==> src/rtl/tx_es_pkg.sv <==
package tx_es_pkg;
  timeunit 1ns; timeprecision 1ps;

  localparam int unsigned T1_FRAME_BITS = 193;
  localparam int unsigned SYS_SLOT_BITS = 8;
  localparam int unsigned SYS_NUM_SLOTS = 32;
  localparam int unsigned SYS_DROP_GROUP = 4;

  typedef struct packed {
    logic full;
    logic empty;
  } slip_evt_t;
endpackage

==> src/rtl/tx_es_wr_map.sv <==
module tx_es_wr_map #(
  parameter int FRAME_BITS = 193,
  parameter int SLOT_BITS  = 8,
  parameter int NUM_SLOTS  = 32,
  parameter int GROUP      = 4,
  parameter int IW         = 8
) (
  input  logic          clk_i,
  input  logic          rst_ni,
  input  logic          restart_i,
  input  logic          mode_2m_i,
  input  logic          wr_en_i,
  input  logic          fsync_i,
  output logic          store_o,
  output logic [IW-1:0] idx_o,
  output logic          chblk_o
);
  timeunit 1ns; timeprecision 1ps;

  localparam int WIDE_BITS = SLOT_BITS * NUM_SLOTS;
  localparam int MAX_LEN   = (WIDE_BITS > FRAME_BITS) ? WIDE_BITS : FRAME_BITS;
  localparam int PW        = $clog2(MAX_LEN);

  logic [PW-1:0] pos_q, cur_pos;
  int slot_n, bit_n, last_pos, nxt_slot;

  always_comb begin
    cur_pos  = fsync_i ? '0 : pos_q;
    slot_n   = int'(cur_pos) / SLOT_BITS;
    bit_n    = int'(cur_pos) % SLOT_BITS;
    last_pos = mode_2m_i ? WIDE_BITS - 1 : FRAME_BITS - 1;
    store_o  = 1'b0;
    idx_o    = '0;
    if (!mode_2m_i) begin
      store_o = wr_en_i;
      idx_o   = IW'(cur_pos);
    end else if ((slot_n % GROUP) == 0) begin
      // dropped slot; only its leading bit carries the framing bit
      store_o = wr_en_i && (slot_n == 0) && (bit_n == 0);
    end else begin
      store_o = wr_en_i;
      idx_o   = IW'(1 + (slot_n - slot_n / GROUP - 1) * SLOT_BITS + bit_n);
    end
  end

  always_ff @(posedge clk_i or negedge rst_ni) begin
    if (!rst_ni)                          pos_q <= '0;
    else if (restart_i)                   pos_q <= '0;
    else if (wr_en_i) begin
      if (int'(cur_pos) == last_pos)      pos_q <= '0;
      else                                pos_q <= cur_pos + PW'(1);
    end
  end

  // channel block looks at the upcoming bit position
  always_comb begin
    nxt_slot = int'(pos_q) / SLOT_BITS;
    chblk_o  = mode_2m_i && ((nxt_slot % GROUP) == 0);
  end
endmodule

==> src/rtl/tx_es_buffer.sv <==
module tx_es_buffer
  import tx_es_pkg::*;
#(
  parameter int FRAME_BITS = 193,
  parameter int IW         = 8
) (
  input  logic          clk_i,
  input  logic          rst_ni,
  input  logic          restart_i,
  input  logic          wr_store_i,
  input  logic [IW-1:0] wr_idx_i,
  input  logic          wr_data_i,
  input  logic          rd_en_i,
  output logic          line_data_o,
  output logic          line_fbit_o,
  output slip_evt_t     slip_o
);
  timeunit 1ns; timeprecision 1ps;

  localparam int DEPTH = 2 * FRAME_BITS;
  localparam int AW    = $clog2(DEPTH);
  localparam int FW    = $clog2(DEPTH + 1) + 1;
  localparam logic [IW-1:0] LAST_IDX = IW'(FRAME_BITS - 1);
  localparam logic [FW-1:0] ONE_FRAME = FW'(FRAME_BITS);

  logic [DEPTH-1:0] mem;
  logic             wr_frame, rd_frame;
  logic [IW-1:0]    rd_idx;
  logic [FW-1:0]    fill, fill_norm, fill_next;
  logic [AW-1:0]    wr_addr, rd_addr;
  logic             wr_last, rd_last;

  always_comb begin
    wr_addr   = wr_frame ? AW'(FRAME_BITS) + AW'(wr_idx_i) : AW'(wr_idx_i);
    rd_addr   = rd_frame ? AW'(FRAME_BITS) + AW'(rd_idx)   : AW'(rd_idx);
    wr_last   = wr_store_i && (wr_idx_i == LAST_IDX);
    rd_last   = rd_en_i && (rd_idx == LAST_IDX);
    fill_norm = fill + FW'(wr_store_i) - FW'(rd_en_i);
    slip_o.full  = wr_last && (fill_norm > ONE_FRAME);
    slip_o.empty = rd_last && (fill_norm < ONE_FRAME);
    fill_next = fill_norm;
    if (slip_o.full)  fill_next = fill_next - ONE_FRAME;
    if (slip_o.empty) fill_next = fill_next + ONE_FRAME;
  end

  always_ff @(posedge clk_i or negedge rst_ni) begin
    if (!rst_ni)         mem <= '0;
    else if (wr_store_i) mem[wr_addr] <= wr_data_i;
  end

  always_ff @(posedge clk_i or negedge rst_ni) begin
    if (!rst_ni) begin
      wr_frame <= 1'b0;
      rd_frame <= 1'b1;
      rd_idx   <= '0;
      fill     <= ONE_FRAME;
    end else if (restart_i) begin
      wr_frame <= 1'b0;
      rd_frame <= 1'b1;
      rd_idx   <= '0;
      fill     <= ONE_FRAME;
    end else begin
      if (wr_last && !slip_o.full)  wr_frame <= ~wr_frame;
      if (rd_en_i)                  rd_idx   <= rd_last ? '0 : rd_idx + IW'(1);
      if (rd_last && !slip_o.empty) rd_frame <= ~rd_frame;
      fill <= fill_next;
    end
  end

  always_ff @(posedge clk_i or negedge rst_ni) begin
    if (!rst_ni) begin
      line_data_o <= 1'b0;
      line_fbit_o <= 1'b0;
    end else if (rd_en_i) begin
      line_data_o <= mem[rd_addr];
      line_fbit_o <= (rd_idx == '0);
    end
  end
endmodule

==> src/rtl/tx_es_status.sv <==
module tx_es_status
  import tx_es_pkg::*;
(
  input  logic      clk_i,
  input  logic      rst_ni,
  input  slip_evt_t evt_i,
  input  logic      clr_i,
  output logic      slip_o,
  output logic      slip_full_o,
  output logic      slip_empty_o
);
  timeunit 1ns; timeprecision 1ps;

  always_ff @(posedge clk_i or negedge rst_ni) begin
    if (!rst_ni) begin
      slip_o       <= 1'b0;
      slip_full_o  <= 1'b0;
      slip_empty_o <= 1'b0;
    end else begin
      slip_o       <= (slip_o & ~clr_i) | evt_i.full | evt_i.empty;
      slip_full_o  <= (slip_full_o & ~clr_i) | evt_i.full;
      slip_empty_o <= (slip_empty_o & ~clr_i) | evt_i.empty;
    end
  end
endmodule

==> src/rtl/tx_elastic_store.sv <==
module tx_elastic_store
  import tx_es_pkg::*;
#(
  parameter int FRAME_BITS = T1_FRAME_BITS,
  parameter int SLOT_BITS  = SYS_SLOT_BITS,
  parameter int NUM_SLOTS  = SYS_NUM_SLOTS,
  parameter int GROUP      = SYS_DROP_GROUP
) (
  input  logic clk_i,
  input  logic rst_ni,
  input  logic mode_2m_i,
  input  logic wr_en_i,
  input  logic sys_data_i,
  input  logic sys_fsync_i,
  input  logic rd_en_i,
  input  logic es_reset_i,
  input  logic clr_i,
  output logic line_data_o,
  output logic line_fbit_o,
  output logic chblk_o,
  output logic slip_o,
  output logic slip_full_o,
  output logic slip_empty_o
);
  timeunit 1ns; timeprecision 1ps;

  localparam int IW = $clog2(FRAME_BITS);

  logic          wr_store;
  logic [IW-1:0] wr_idx;
  slip_evt_t     slip_evt;

  tx_es_wr_map #(
    .FRAME_BITS(FRAME_BITS), .SLOT_BITS(SLOT_BITS),
    .NUM_SLOTS(NUM_SLOTS), .GROUP(GROUP), .IW(IW)
  ) u_map (
    .clk_i, .rst_ni,
    .restart_i (es_reset_i),
    .mode_2m_i,
    .wr_en_i,
    .fsync_i   (sys_fsync_i),
    .store_o   (wr_store),
    .idx_o     (wr_idx),
    .chblk_o
  );

  tx_es_buffer #(.FRAME_BITS(FRAME_BITS), .IW(IW)) u_buf (
    .clk_i, .rst_ni,
    .restart_i  (es_reset_i),
    .wr_store_i (wr_store),
    .wr_idx_i   (wr_idx),
    .wr_data_i  (sys_data_i),
    .rd_en_i,
    .line_data_o,
    .line_fbit_o,
    .slip_o     (slip_evt)
  );

  tx_es_status u_stat (
    .clk_i, .rst_ni,
    .evt_i (slip_evt),
    .clr_i,
    .slip_o,
    .slip_full_o,
    .slip_empty_o
  );
endmodule

==> config.mk <==
export PLATFORM = sky130hd
export DESIGN_NAME = tx_elastic_store
export DESIGN_NICKNAME = d
export VERILOG_FILES = /design/src/rtl/tx_es_pkg.sv /design/src/rtl/tx_es_wr_map.sv /design/src/rtl/tx_es_buffer.sv /design/src/rtl/tx_es_status.sv /design/src/rtl/tx_elastic_store.sv
export SDC_FILE = /design/constraint.sdc
export NUM_CORES = 1
export LEC_CHECK = 0
export BUFFER_PORTS_ARGS = -buffer_cell sky130_fd_sc_hd__buf_4
export CORE_MARGIN = 2
export CORE_UTILIZATION = 31
export CTS_BUF_LIST = sky130_fd_sc_hd__clkbuf_4 sky130_fd_sc_hd__clkbuf_8 sky130_fd_sc_hd__clkbuf_16
export DETAILED_ROUTE_END_ITERATION = 10
export GPL_ROUTABILITY_DRIVEN = 1
export GPL_TIMING_DRIVEN = 0
export PLACE_DENSITY_LB_ADDON = 0.2
export SETUP_SLACK_MARGIN = 0.1
export SLEW_MARGIN = 20
export SYNTH_ARGS = -nofsm -noshare
export SYNTH_HDL_FRONTEND = slang
export SYNTH_SLANG_ARGS = --single-unit
==> constraint.sdc <==
create_clock -name clk_i -period 6.11 [get_ports clk_i]
set_clock_uncertainty 0.2 [all_clocks]
set_input_delay 1.222 -clock clk_i [delete_from_list [all_inputs] [get_ports clk_i]]
set_output_delay 1.222 -clock clk_i [all_outputs]
set_load 0.01 [all_outputs]
==> results of run 1 <==
[registers in the layout, indices dropped and copies added, names as in the netlist]
name,count
u_buf.fill,10
u_buf.line_data_o,1
u_buf.line_fbit_o,1
u_buf.mem,386
u_buf.rd_frame,1
u_buf.rd_idx,8
u_buf.wr_frame,1
u_map.pos_q,8
u_stat.slip_empty_o,1
u_stat.slip_full_o,1
u_stat.slip_o,1
[worst max path at each step]
stage                    end  cells past startpoint
2_1_floorplan  u_buf.fill[8]                     26
3_3_place_gp   u_buf.fill[8]                     23
3_5_place_dp   u_buf.fill[8]                     23
4_1_cts        u_buf.fill[8]                     25
5_1_grt        u_buf.fill[6]                     27
6_report       u_buf.fill[6]                     27
[report_power, final]
| group | switching (µW) | internal (µW) | total, µW |
|---|---|---|---|
| logic | 983 | 549 | 1530 |
| clock network | 1260 | 1930 | 3190 |
| registers | 23.4 | 2820 | 2840 |
| total | 2260 | 5300 | 7560 |
[per-layer routing]
layer  wire length (µm)  vias to the layer above
met3               3590                      117
met4               1860                        0
li1                   -                     7612
met2              35500                      393
met1              34700                     9022
met5                  0                        -
[area by class of cell]
type | instances | area [µm²] | share of cell area (%)
sequential | 419 | 10500 | 37.6
timing repair buffer | 22 | 256 | 0.920
clock inverter | 18 | 233 | 0.835
buffer | 187 | 982 | 3.52
clock buffer | 74 | 1520 | 5.44
tap | 1050 | 1310 | 4.71
inverter | 38 | 146 | 0.525
multi-input combinational | 1418 | 12900 | 46.4
[logic make-up after synthesis]
logic type	count (synthesis)
xor gates and xnor gates	47
and+or+nand+nor	651
AOI/OAI and AO/OA	161
buffers and inverters	225
muxes	535
DFF	419
adders and majority gates	24
[Yosys cell counts (22+ instances only)]
library cell,count
dfrtp_1,415
mux2_2,193
buf_2,61
a21oi_1,35
nor3_1,26
nand3_2,60
mux4_2,107
o21ai_0,35
nor2_1,104
mux2i_1,39
inv_1,36
mux2_4,71
nand3_1,173
ha_1,22
clkbuf_1,97
xnor2_1,28
nand2_1,176
mux2_1,125
[per-stage QoR]
| step | instance area [µm²] | setup TNS (ns) | hold slack (ns) | total power, µW | cells |
|---|---|---|---|---|---|
| after global placement | 25900 | -326.90 | 0.263 | 4300 | 3124 |
| final | 27900 | 0 | 0.281 | 7560 | 3226 |
| after detailed placement | 26000 | -10.22 | 0.270 | 4330 | 3129 |
| after CTS | 27800 | 0 | 0.283 | 7600 | 3224 |
| after floorplan | 24500 | 0 | 0.259 | 3920 | 2062 |
| after global routing | 27900 | 0 | 0.298 | 7910 | 3226 |
[critical path: cells and delay by family]
family,cells,cell delay (ns)
xor+xnor,1,0.17
mux,2,0.46
compound gates,7,1.29
simple gates,4,0.31
fa+ha+maj,6,1.55
buf+inv,7,0.98
[repair_timing]
action | in CTS | in global routing
hold buffers | 0 | 0
setup buffers | 3 | 2
gates resized for setup | 6 | 11
setup endpoints to repair | 7 | 7
pin swaps | 2 | 3
==> impl_metrics.csv, run 1 <==
group,metric,value,unit
synthesis,muxShareOfSynthArea,30.4,%
setup_path,crit_fanout,10,
sta,min_period,5.69,ns
synthesis,synth_area_leaders,"dfrtp_1, mux4_2, mux2_2, mux2_1, mux2_4",
sta,max-slew-margin-rel,19.3,%
synthesis,ys_seq_elements,419,
clock_network,clkSlewWorstSetupHoldPaths,0.06,ns
setup_path,critPathArrivalTime,6.00,ns
detailed_routing,drt_first_pass_iters,7,
grt,grt_use_total,18.7,%
detailed_routing,routedWlPerCell,23.4,µm
clock_network,cts_sinks,419,
grt,use_met1,25.8,%
setup_path,worstSetupPathType,"in -> reg",
setup_path,startpoint_type,"primary input",
sta,worst_slew_pin_slew,1.21,ns
setup_path,cp-end-kind,"register",
pwr,p_leak,0.0125,µW
placement,io_buffer_count,12,
setup_path,worst_r2r_endpoint,"u_buf.line_data_o",
floorplan,dieWidth,285,µm
clock_network,cts_root_buf,"clkbuf_16",
floorplan,ios,15,
setup_path,critPathSlowestCell,"fa_2",
sta,setup_ws,0.417,ns
cells_and_area,nFillCells,7797,
clock_network,h-tree-depth,2,
placement,dp_hpwl,51.8,mm
synthesis,ys_async_sr_fraction,100,%
hold_path,hold_path_depth,1,
floorplan,start_util,31.1,%
synthesis,yosys_warnings,0,
synthesis,synth_top_cell_by_area,"dfrtp_1",
sta,fin_crit_sh,93.2,%
setup_path,r2r_slack,0.53,ns
grt,grt_pass1_wl,116,mm
sta,slew_violations,0,
floorplan,dieHeight,285,µm
sta,fmax,176,MHz
setup_path,worstSetupStartpoint,"sys_fsync_i",
cells_and_area,drive_gt1_share,32.5,%
clock_network,cts_buffer_depth,3,
synthesis,synthAdderAreaFrac,1.29,%
detailed_routing,antenna_left,0,
setup_path,rr_startpoint,"u_buf.rd_idx[0]",
detailed_routing,via_count,17100,
job,maxCapViolCount,0,
grt,top_usage_layer,"met2",
placement,post-place-ws,-1.05,ns
cells_and_area,final_common_cell,"dfrtp_1",
clock_network,numCtsBuffers,51,
synthesis,synth-simple-area-share,14.3,%
synthesis,synth_edf_count,0,
setup_path,max_stage_delay,0.48,ns
clock_network,clock_latency,0.61,ns
setup_path,cp.required,6.41,ns
synthesis,postSynthCellCount,2062,
synthesis,synth_top_area_share,42.4,%
synthesis,ys_seq_area_share,42.9,%
synthesis,synth_top_family_by_area,"multiplexers",
floorplan,num_rows,103,
synthesis,syn_area_per_cell,11.9,µm²
grt,first_global_vias,17800,
cells_and_area,area_delta_synth_final,13.9,%
grt,grt-ovfl-total,0,
synthesis,synth_flop_cell,"dfrtp_1",
detailed_routing,drt_first_iter_violations,1180,
sta,rsz0062_at_grt,"false",
hold_path,hp-start,"u_stat.slip_full_o",
cells_and_area,final_cell_mix,"dfrtp_1, mux2_2, nand2_1",
detailed_routing,routed_wl,75.6,mm
grt,met2_usage,30.2,%
synthesis,synth_compound_area_share,4.88,%
sta,hold_viol_final,0,
grt,grt_util_met3,3.39,%
floorplan,dieArea,0.0812,mm²
grt,grt_max_degree,97,
detailed_routing,via_per_inst,5.31,
clock_network,cts_tree,"done",
synthesis,synth_cell_types,86,
grt,antenna_found_initial,0,
synthesis,yosys.area_share.xor_xnor,1.71,%
placement,place.gp.congestion,0.831,
pwr,p_per_area,271,mW/mm²
synthesis,syn_nets,2095,
sta,setup_viol,0,
setup_path,rr_worst_depth,14,
cells_and_area,nNetsFinal,2170,
status,status,"completed",
pwr,vdd_drop_max,0.208,mV
cells_and_area,final_util,35.5,%
hold_path,hold_path_class,"reg -> reg",
detailed_routing,route.detailed.drc,0,
hold_path,holdPathEnd,"u_stat.slip_full_o",
synthesis,synth_area,0.0245,mm²
floorplan,core,0.0786,mm²
cells_and_area,diodes,0,
Power figures use the tool's default switching activity.
==> run 2: changes to the inputs <==
HOLD_SLACK_MARGIN = 0.03   (was default)
clock period = 6.7 ns   (was 6.11 ns; I/O delays follow)
==> run 2 against run 1 <==
  * Count of clock-buffer cells in the layout increased by 4
  * Routed wire length grew 0.24%
  * Clock power decreased by 6%
  * Worst setup slack better by 0.079 ns
==> impl_metrics.csv, run 2 (synthesis results as in run 1) <==
group,metric,value,unit
status,status,"completed",
pwr,p_per_area,250,mW/mm²
setup_path,cp-end-kind,"register",
detailed_routing,routedWlPerCell,23.5,µm
setup_path,worstSetupPathType,"in -> reg",
floorplan,core,0.0786,mm²
placement,placedCellCount,3128,
clock_network,clock_latency,0.60,ns
setup_path,crit_fanout,10,
cells_and_area,multi_input_area,0.0129,mm²
grt,top_usage_layer,"met2",
clock_network,cts_buffer_depth,3,
placement,io_buffer_count,12,
floorplan,ios,15,
cells_and_area,final_common_cell,"dfrtp_1",
detailed_routing,drt_first_iter_violations,1170,
grt,grt_pass1_wl,116,mm
detailed_routing,routed_wl,75.7,mm
job,maxCapViolCount,0,
clock_network,cts_root_buf,"clkbuf_16",
grt,grt_util_met3,3.15,%
clock_network,numCtsBuffers,51,
grt,grt-ovfl-total,0,
cells_and_area,nNetsFinal,2167,
cells_and_area,final_util,35.5,%
clock_network,h-tree-depth,2,
grt,antenna_found_initial,0,
cells_and_area,final_cell_mix,"dfrtp_1, mux2_2, nand2_1",
detailed_routing,antenna_left,0,
cells_and_area,top_regs,"u_buf.mem (386), u_buf.fill (10)",
detailed_routing,drt_first_pass_iters,5,
cells_and_area,drive_gt1_share,32.0,%
clock_network,cts_tree,"done",
setup_path,startpoint_type,"primary input",
cells_and_area,top_register,"u_buf.mem",
sta,slew_violations,0,
floorplan,dieHeight,285,µm
setup_path,critPathSlowestCell,"a2111oi_1",
sta,fmax,161,MHz
placement,place.gp.congestion,0.831,
grt,grt_max_degree,94,
floorplan,start_util,31.1,%
cells_and_area,diodes,0,
setup_path,max_stage_delay,0.44,ns
grt,use_met1,25.5,%
sta,worst_slew_pin_slew,1.21,ns
cells_and_area,nFillCells,7725,
placement,dp_hpwl,51.9,mm
detailed_routing,route.detailed.drc,0,
cells_and_area,largest_reg_flops,386,
setup_path,cp.required,6.97,ns
setup_path,critPathArrivalTime,6.47,ns
grt,first_global_vias,17700,
detailed_routing,via_count,17200,
cells_and_area,ff_latch_area,0.0105,mm²
setup_path,path_common_cell,"ha_1",
sta,max-slew-margin-rel,19.3,%
sta,setup_viol,0,
setup_path,path_buf_inv,5,
cells_and_area,fin_cells,3221,
grt,met2_usage,30.2,%
pwr,p_leak,0.0125,µW
floorplan,num_rows,103,
cells_and_area,area_delta_synth_final,13.9,%
sta,rsz0062_at_grt,"false",
sta,hold_viol_final,0,
grt,grt_use_total,18.7,%
sta,min_period,6.20,ns
setup_path,cp_top_family,"compound AO/OA/AOI/OAI gates",
clock_network,cts_sinks,419,
floorplan,dieWidth,285,µm
sta,fin_crit_sh,92.6,%
detailed_routing,via_per_inst,5.33,
hold_path,hold_path_class,"reg -> reg",
clock_network,clkSlewWorstSetupHoldPaths,0.06,ns
floorplan,dieArea,0.0812,mm²
pwr,vdd_drop_max,0.155,mV
-- run 2: changes by cell type in the layout (fill, tap and decap cells not counted), sizes merged --
cell / previous run / this run
buf: 111 / 109
clkbuf: 172 / 175
inv: 40 / 38
clkinv: 9 / 3
bufinv: 5 / 7
-- run 2: final cells by class --
type	count	area share (%)
Inverter	38	0.525
Clock buffer	78	5.63
Sequential cell	419	37.6
Timing Repair Buffer	20	0.853
Multi-Input combinational cell	1418	46.3
Buffer	186	3.49
Clock inverter	12	0.889
Tap cell	1050	4.71
-- run 2: layer usage --
layer	share of wire (%)	vias up	wire length [µm]
met4	2.9	0	2180
met2	47	407	35600
met5	0	-	0
li1	-	7605	-
met3	4.9	131	3680
met1	45	9028	34300
-- run 2: final timing paths --
path,startpoint,endpoint,slack [ns],cells past startpoint
max reg2reg,u_map.pos_q[5],u_buf.fill[8],0.91,23
max in group asynchronous,rst_ni,u_buf.mem[269],4.00,4
min reg2reg,u_buf.mem[134],u_buf.mem[134],0.29,1
max,sys_fsync_i,u_buf.fill[8],0.50,25
min,u_buf.mem[134],u_buf.mem[134],0.29,1
min in group asynchronous,rst_ni,u_buf.fill[3],0.52,1
-- run 2: through the flow --
step	instance area, µm²	setup slack, ns	hold WS [ns]	power (µW)	setup TNS [ns]
CTS	27800	0.145	0.291	7010	0
global route	27900	0.0820	0.300	7270	0
finish	27900	0.496	0.287	6960	0
detailed placement	26000	-0.907	0.276	3950	-4.86
floorplan	24500	0.523	0.259	3570	0
global placement	25900	-0.917	0.262	3920	-123.49
-- run 2: timing repair --
item,4_1_cts,5_1_grt
endpoints found under the setup margin,4,7
buffers inserted,1,3
pin swaps,1,1
hold buffers,0,0
gates resized for setup,1,7
-- run 2: where the power goes --
part	internal, µW	switching (µW)	leakage [µW]	total, µW
sequential	2570	20.0	0.00582	2590
combinational	480	878	0.00573	1360
clock	1880	1140	0.000909	3010
